## config.mk

```make
export PLATFORM = sky130hd
export DESIGN_NAME = dma_burst_seq
export DESIGN_NICKNAME = d
export VERILOG_FILES = /design/src/rtl/dma_burst_pkg.sv /design/src/rtl/dma_burst_dp.sv /design/src/rtl/dma_burst_ctl.sv /design/src/rtl/dma_burst_seq.sv
export SDC_FILE = /design/constraint.sdc
export NUM_CORES = 1
export LEC_CHECK = 0
export ABC_AREA = 1
export BUFFER_PORTS_ARGS = -buffer_cell sky130_fd_sc_hd__buf_2
export CAP_MARGIN = 20
export CORE_MARGIN = 3
export CORE_UTILIZATION = 49
export DETAILED_ROUTE_END_ITERATION = 10
export PLACE_DENSITY = 0.74
export SLEW_MARGIN = 0
export SYNTH_ARGS = -nofsm -noshare
export SYNTH_HDL_FRONTEND = slang
export SYNTH_SLANG_ARGS = --single-unit
```

## constraint.sdc

```tcl
create_clock -name clk -period 1.7 [get_ports clk]
set_clock_uncertainty 0.2 [all_clocks]
set_input_delay 0.085 -clock clk [delete_from_list [all_inputs] [get_ports clk]]
set_output_delay 0.085 -clock clk [all_outputs]
set_load 0.02 [all_outputs]
```

## src/rtl/dma_burst_pkg.sv

```systemverilog
package dma_burst_pkg;

  typedef enum logic [3:0] {
    ST_IDLE,
    ST_WAIT,
    ST_LAT1,
    ST_LAT2,
    ST_XFER1,
    ST_XFER2,
    ST_GAP,
    ST_HALT,
    ST_DONE
  } seqState_t;

  // control -> datapath strobes
  typedef struct packed {
    logic load;
    logic dec;
  } dpCtl_t;

  // datapath -> control status
  typedef struct packed {
    logic reqLvl;
    logic reqEdge;
    logic cntZero;
    logic cntLast;
    logic nmiHold;
  } dpStat_t;

endpackage

```

## src/rtl/dma_burst_dp.sv

```systemverilog
module dma_burst_dp
  import dma_burst_pkg::*;
#(
  parameter int CNT_W       = 8,
  parameter int SYNC_STAGES = 2
) (
  input  logic             clk,
  input  logic             rstN,
  input  logic             reqIn,
  input  logic             nmiSet,
  input  logic             nmiClr,
  input  logic [CNT_W-1:0] xferCount,
  input  dpCtl_t           ctl,
  output dpStat_t          stat,
  output logic             nmiFlag
);

  localparam int SYNC_MSB = SYNC_STAGES - 1;
  localparam logic [CNT_W-1:0] CNT_ONE = CNT_W'(1);

  logic [SYNC_MSB:0] syncQ;
  logic              reqPrev;
  logic [CNT_W-1:0]  cnt;
  logic              flagQ;

  // request synchroniser chain
  generate
    if (SYNC_STAGES > 1) begin : g_multi
      always_ff @(posedge clk) begin
        if (!rstN) syncQ <= '0;
        else       syncQ <= {syncQ[SYNC_MSB-1:0], reqIn};
      end
    end else begin : g_single
      always_ff @(posedge clk) begin
        if (!rstN) syncQ <= '0;
        else       syncQ <= reqIn;
      end
    end
  endgenerate

  // previous sampled value for edge detection
  always_ff @(posedge clk) begin
    if (!rstN) reqPrev <= 1'b0;
    else       reqPrev <= syncQ[SYNC_MSB];
  end

  // transfer counter
  always_ff @(posedge clk) begin
    if (!rstN)                     cnt <= '0;
    else if (ctl.load)             cnt <= xferCount;
    else if (ctl.dec && cnt != '0) cnt <= cnt - CNT_ONE;
  end

  // suspend flag, set wins over clear
  always_ff @(posedge clk) begin
    if (!rstN)       flagQ <= 1'b0;
    else if (nmiSet) flagQ <= 1'b1;
    else if (nmiClr) flagQ <= 1'b0;
  end

  assign nmiFlag = flagQ;

  always_comb begin
    stat.reqLvl  = syncQ[SYNC_MSB];
    stat.reqEdge = syncQ[SYNC_MSB] & ~reqPrev;
    stat.cntZero = (cnt == '0);
    stat.cntLast = (cnt == CNT_ONE);
    stat.nmiHold = flagQ | nmiSet;
  end

endmodule

```

## src/rtl/dma_burst_ctl.sv

```systemverilog
module dma_burst_ctl
  import dma_burst_pkg::*;
(
  input  logic    clk,
  input  logic    rstN,
  input  logic    enable,
  input  logic    edgeMode,
  input  dpStat_t stat,
  output dpCtl_t  ctl,
  output logic    xferStb,
  output logic    ack,
  output logic    done
);

  seqState_t state, nxt;

  always_ff @(posedge clk) begin
    if (!rstN) state <= ST_IDLE;
    else       state <= nxt;
  end

  always_comb begin
    nxt      = state;
    ctl.load = 1'b0;
    ctl.dec  = 1'b0;
    unique case (state)
      ST_IDLE: begin
        if (enable) begin
          ctl.load = 1'b1;
          nxt      = ST_WAIT;
        end
      end
      ST_WAIT: begin
        if (stat.cntZero)                                nxt = ST_DONE;
        else if (stat.nmiHold)                           nxt = ST_HALT;
        else if (edgeMode ? stat.reqEdge : stat.reqLvl)  nxt = ST_LAT1;
      end
      ST_LAT1: begin
        nxt = stat.nmiHold ? ST_HALT : ST_LAT2;
      end
      ST_LAT2: begin
        if (stat.nmiHold)                   nxt = ST_HALT;
        else if (!edgeMode && !stat.reqLvl) nxt = ST_WAIT;
        else                                nxt = ST_XFER1;
      end
      ST_XFER1: nxt = ST_XFER2;
      ST_XFER2: begin
        ctl.dec = 1'b1;
        if (stat.cntLast)      nxt = ST_DONE;
        else if (stat.nmiHold) nxt = ST_HALT;
        else if (edgeMode)     nxt = ST_XFER1;
        else                   nxt = ST_GAP;
      end
      ST_GAP: begin
        if (stat.nmiHold)     nxt = ST_HALT;
        else if (stat.reqLvl) nxt = ST_XFER1;
        else                  nxt = ST_WAIT;
      end
      ST_HALT: begin
        if (!stat.nmiHold && stat.reqEdge) nxt = ST_LAT1;
      end
      ST_DONE: nxt = ST_DONE;
      default: nxt = ST_IDLE;
    endcase
    if (!enable) begin
      nxt      = ST_IDLE;
      ctl.load = 1'b0;
    end
  end

  assign xferStb = (state == ST_XFER1);
  assign ack     = (state == ST_XFER1) || (state == ST_XFER2);
  assign done    = (state == ST_DONE);

endmodule

```

## src/rtl/dma_burst_seq.sv

```systemverilog
module dma_burst_seq
  import dma_burst_pkg::*;
#(
  parameter int CNT_W       = 8,
  parameter int SYNC_STAGES = 2
) (
  input  logic             clk,
  input  logic             rstN,
  input  logic             enable,
  input  logic             edgeMode,
  input  logic [CNT_W-1:0] xferCount,
  input  logic             reqIn,
  input  logic             nmiSet,
  input  logic             nmiClr,
  output logic             xferStb,
  output logic             ack,
  output logic             done
);

  dpCtl_t  ctl;
  dpStat_t stat;
  logic    nmiFlag;

  dma_burst_dp #(
    .CNT_W      (CNT_W),
    .SYNC_STAGES(SYNC_STAGES)
  ) u_dp (
    .clk      (clk),
    .rstN     (rstN),
    .reqIn    (reqIn),
    .nmiSet   (nmiSet),
    .nmiClr   (nmiClr),
    .xferCount(xferCount),
    .ctl      (ctl),
    .stat     (stat),
    .nmiFlag  (nmiFlag)
  );

  dma_burst_ctl u_ctl (
    .clk     (clk),
    .rstN    (rstN),
    .enable  (enable),
    .edgeMode(edgeMode),
    .stat    (stat),
    .ctl     (ctl),
    .xferStb (xferStb),
    .ack     (ack),
    .done    (done)
  );

endmodule

```

# Yosys cells after proc, flatten, opt, wreduce, memory -nomap -nowiden
# Cells that the tools add are included.
dict set report totals {
  reg_bits 16
  elab_cells 55
  output_inout_bits 3
  in_bits 15
}
dict set report classes {
  eq_ne 11
  reduce_logical 14
  addsub 1
  n_mux 21
  bitwise_logic 3
}
# op count
set ops {}
lappend ops {{4-bit one-hot mux with 9 select lines} 1}
lappend ops {{4-bit two-way mux} 8}
lappend ops {{4-bit by 3-bit == test with 1-bit output (second input constant)} 4}
lappend ops {{8-bit two-way mux} 2}
lappend ops {{3-bit two-way mux} 3}
lappend ops {{4-bit by 2-bit == test with 1-bit output (second input constant)} 2}
lappend ops {{8-bit by 1-bit == test with 1-bit output (second input constant)} 1}
lappend ops {{8-bit logical NOT} 1}
lappend ops {{8-bit nonzero test} 1}
lappend ops {{8-bit by 1-bit subtractor with 8-bit output (second input constant)} 1}
lappend ops {{1-bit two-way mux} 6}
lappend ops {{4-bit by 1-bit == test with 1-bit output (second input constant)} 1}
lappend ops {{4-bit == test (second input constant)} 1}
lappend ops {{4-bit logical NOT} 1}
lappend ops {{4-bit by 2-bit != test with 1-bit output (second input constant)} 1}
lappend ops {{2-bit AND reduction} 2}
lappend ops {{2-bit nonzero test} 2}
lappend ops {{1-bit logical AND} 3}
lappend ops {{1-bit logical NOT} 3}
lappend ops {{2-bit two-way mux} 1}
lappend ops {{2-bit by 1-bit != test with 1-bit output (second input constant)} 1}
lappend ops {{1-bit AND} 1}
lappend ops {{1-bit logical OR} 1}
lappend ops {{1-bit NOT} 1}
lappend ops {{1-bit bitwise OR} 1}

# Longest topological paths before layout
dict set report depth {
  depth_word 7
  ltp_mapped 10
  mapped_depth_nobuf 10
}

# Modules after synthesis
# From an unflattened synthesis, not the netlist that was laid out.
dict set report hier_totals {
  hier_cells 198
  area_unflattened_um2 1197.4
}
# mod area_per_inst_um2 n_inst cells_each seq_area_each_um2
set modules_own_cells {}
lappend modules_own_cells {dma_burst_dp 750.7 1 119 240.2}
lappend modules_own_cells {dma_burst_ctl 446.7 1 79 80.1}

# Least setup slack after synthesis
# No wires, ideal clock.
dict set report synth_timing {
  kind {flip-flop to flip-flop}
  start {register u_ctl.state[1]}
  end {register u_ctl.state[3]}
  path_buffers 0
  required_time_ps 1440
  setup_slack_ps 94
  arrival_ps 1346
  setup_ps 60
  synth_period_minus_slack_ps 1606
  path_stages_with_launch 6
  path_cell_list {dfxtp_1 nor2_2 inv_1 nor3_1 o21ai_0 inv_1}
}
dict set report synth_between {
  elab_cells_between_ends 13
  cone_classes {10 x eq/ne; 1 x mux; 2 x reduce/logical}
}
# item line_no
set synth_lines {}
lappend synth_lines {{start, declared} dma_burst_ctl.sv:15} ;# seqState_t state, nxt;
lappend synth_lines {{start signal, assigned} dma_burst_ctl.sv:19} ;# else state <= nxt;
lappend synth_lines {{4-bit == test} --}
lappend synth_lines {{net done} dma_burst_seq.sv:17} ;# output logic done
lappend synth_lines {{4-bit one-hot mux with 9 select lines} dma_burst_ctl.sv:26} ;# unique case (state)
# The timed path passes the listed nets, and every way through them passes these cells.
# A chain may end at the register's enable or synchronous reset.

# Worst setup path after layout
dict set report layout_timing {
  start {register u_ctl.state[2]}
  end {register u_dp.cnt[7]}
}
dict set report layout_between {
  elab_chain_cells 4
  elab_cells_between_ends 8
  cone_classes {1 x eq/ne; 4 x mux; 3 x reduce/logical}
}
# item line_no
set layout_lines {}
lappend layout_lines {{4-bit logical NOT or 4-bit by 3-bit == test with 1-bit output (tied branches)} dma_burst_ctl.sv:26}
lappend layout_lines {{1-bit two-way mux} dma_burst_ctl.sv:26}
lappend layout_lines {{1-bit two-way mux or 1-bit logical AND (tied branches)} {dma_burst_ctl.sv:65, dma_burst_dp.sv:51}}
lappend layout_lines {{8-bit two-way mux or 2-bit nonzero test (tied branches)} --}
lappend layout_lines {{end signal, assigned} dma_burst_dp.sv:50} ;# else if (ctl.load) cnt <= xferCount;
lappend layout_lines {{end signal, assigned} dma_burst_dp.sv:51} ;# else if (ctl.dec && cnt != '0) cnt <= cnt - CNT_ONE;
lappend layout_lines {{end, declared} dma_burst_dp.sv:23} ;# logic [CNT_W-1:0] cnt;
# Several ways; a longest one is shown, not always the timed one.

==> impl_metrics.csv <==
group,metric,value,unit
status,outcome,"complete, no violations",
sta,fmax,0.624,GHz
routing,first_iter_violations,20,
logic_synthesis,netlist_area,1090,um2
placement,dpl.hpwl,1820,um
cts,cts_max_level,1,
logic_synthesis,ys_ff_latch,16,
worst_setup_path,rrSetupSlack,0.1,ns
sta,max_slew_margin,81.2,%
logic_synthesis,ys_seq_area_share,29.4,%
routing,postRouteAntennaNets,0,
finish,final_common_cell,"nand2_1",
cts,clockBufferDepth,2,
worst_setup_path,worst_ep_arrival_time,1.60,ns
worst_setup_path,r2r-end,"u_dp.cnt[7]",
power,p_total,1.10,mW
logic_synthesis,syn_avg_cell_area,6.42,um2
hold_path,whs_path_depth,6,
hold_path,hold_class,"in2reg",
placement,port-buffer-count,17,
cts,cts_num_sinks,16,
worst_setup_path,reg2reg_depth,7,
grt,grt_pass1_vias,979,
floorplanning,die_h,53.2,um
routing,wl_per_cell,10.2,um
worst_setup_path,r2r_start,"u_ctl.state[2]",
worst_setup_path,cp.required,1.69,ns
routing,routed_wirelength,2390,um
worst_setup_path,worstPathMaxFanout,11,
worst_setup_path,slowest_delay,0.40,ns
worst_setup_path,crit_type,"reg2reg",
routing,num_vias,1133,
power,power_density,773,nW/um2
worst_setup_path,critPathSlowestCell,"dfxtp_1",
cts,clkLatencyLatePin,0.29,ns
floorplanning,ios,18,
cts,numCtsBuffers,3,
sta,hold_slack,0.0433,ns
sta,fin_crit,1.60,ns
floorplanning,core_area,2040,um2
floorplanning,rows,16,
finish,utilization,69.5,%
finish,diodes,0,
logic_synthesis,synth_cell_types,26,
routing,first_pass_iters,4,
floorplanning,die-width,53.2,um
placement,place.gp.congestion,0.877,
sta,tightest_slew,0.282,ns
cts,path_clk_slew,0.10,ns
grt,antenna_found_initial,0,
power,leakagePower,0.740,nW
finish,final_nets,225,
worst_setup_path,crit_chain,"nand2_1, nor3_4, nand2_2, nand2_4, inv_2, a21oi_1, a21oi_1",
hold_path,hold_start,"edgeMode",
sta,final-setup-viol-count,0,
routing,vias_per_cell,4.86,
floorplanning,initial_core_util,53.4,%
cts,tritoncts,"built",
grt,grt-ovfl-total,0,
flow_run,maxCapViolations,0,
sta,finalHoldViolCount,0,
grt,grt_max_degree,14,
grt,grt_pass1_wl,4050,um
worst_setup_path,cpMostUsedCell,"a21oi_1",
finish,final_cell_mix,"nand2_1 (35), inv_1 (26), nor2_1 (18)",
worst_setup_path,crit_path_start_kind,"flip-flop",
logic_synthesis,yosysWarnings,0,
finish,drive_gt1_share,21.4,%
power,vdd_drop_max,0.000475,V
cts,root_buffer,"clkbuf_4",
sta,fin_setup_tns,0,ns
floorplanning,dieArea,2830,um2
sta,min_period_over_period,94.3,%
logic_synthesis,synth_fp_nets,188,
worst_setup_path,cp-end-kind,"flip-flop",
sta,drv_slew,0,
grt,track_usage,19.6,%
routing,drc_errors,0,
finish,area_growth,30.2,%
hold_path,min_to,"u_ctl.state[1]",
logic_synthesis,syn_inst,170,
==> area by class of cell <==
type | instances | area (um2)
timing repair buffer | 34 | 250
inverter | 32 | 120
clock buffer | 4 | 36.3
fill | 201 | 622
tap | 27 | 33.8
sequential | 16 | 324
multi-input combinational | 120 | 656
==> where the power goes <==
part           internal, mW  switching (mW)
Clock                 0.131           0.130
Sequential            0.412          0.0399
Combinational         0.166           0.219
==> kinds of logic (layout without fill, tap and decap cells) <==
group / count (synthesis) / count (layout) / synth area share (%)
buffers and inverters: 34 / 70 / 12.4
AOI/OAI and AO/OA: 29 / 29 / 14.6
muxes: 2 / 2 / 1.83
adders and majority gates: 3 / 3 / 3.44
xor gates and xnor gates: 2 / 2 / 1.61
and+or+nand+nor: 84 / 84 / 36.8
DFF: 16 / 16 / 29.4
==> timing repair <==
| action | CTS | global route |
|---|---|---|
| hold buffers | 15 | 0 |
| endpoints found under the hold margin | 16 | 0 |
| endpoints found under the setup margin | 2 | 9 |
| setup buffers | 0 | 0 |
| resized for setup | 1 | 9 |
| pin swaps | 0 | 0 |
==> flip-flops by register name, indices dropped and copies added (netlist names) <==
register / count
u_dp.reqPrev: 1
u_dp.cnt: 8
u_ctl.state: 4
u_dp.nmiFlag: 1
u_dp.syncQ: 2
==> layer usage <==
metal | up-vias | wire length, um | global-route usage, %
met5 | - | 0 | 0
met4 | 0 | 44 | 8.94
met3 | 5 | 80 | 3.38
met2 | 20 | 1160 | 33.7
met1 | 495 | 1100 | 23.5
li1 | 613 | - | -
==> worst max-delay path: cells and delay by family, from the launching register on <==
kind                   cells  cell delay (ns)
DFF                        1             0.40
and+or+nand+nor            4             0.62
AOI/OAI and AO/OA          2             0.21
buffers and inverters      1             0.07
==> cells in the mapped netlist (all sizes together) <==
master   n  area [um2]
and2     2        12.5
dfxtp   16         320
o22ai    1        6.26
nand2   37         144
o21ai   14        70.1
clkbuf   1        3.75
xnor2    2        17.5
a21oi   11        55.1
nor3     3        26.3
buf      1        11.3
nand3b   1        7.51
nand4    3        18.8
nand3   14        92.6
o211ai   1        7.51
inv     32         120
mux2i    2        20.0
nor2    24         100
ha       3        37.5
o211a    2        20.0
==> per-stage QoR <==
stage	area [um2]	std cells	worst slack (ns)
floorplan	1090	170	0.0938
global placement	1210	214	0.0785
detailed placement	1210	214	0.0275
CTS	1400	233	0.00251
global route	1420	233	-0.00332
finish	1420	233	0.0976
==> how the worst max path moves through the flow <==
stage                               from        endpoint  slack, ns
after floorplan           u_ctl.state[1]  u_ctl.state[3]       0.09
after global placement       u_dp.cnt[0]     u_dp.cnt[7]       0.08
after detailed placement     u_dp.cnt[0]     u_dp.cnt[7]       0.03
after CTS                 u_ctl.state[1]            done      0.003
after global routing      u_ctl.state[3]     u_dp.cnt[1]     -0.003
final                     u_ctl.state[2]     u_dp.cnt[7]        0.1
No activity file was read; power rests on OpenSTA's default activity.
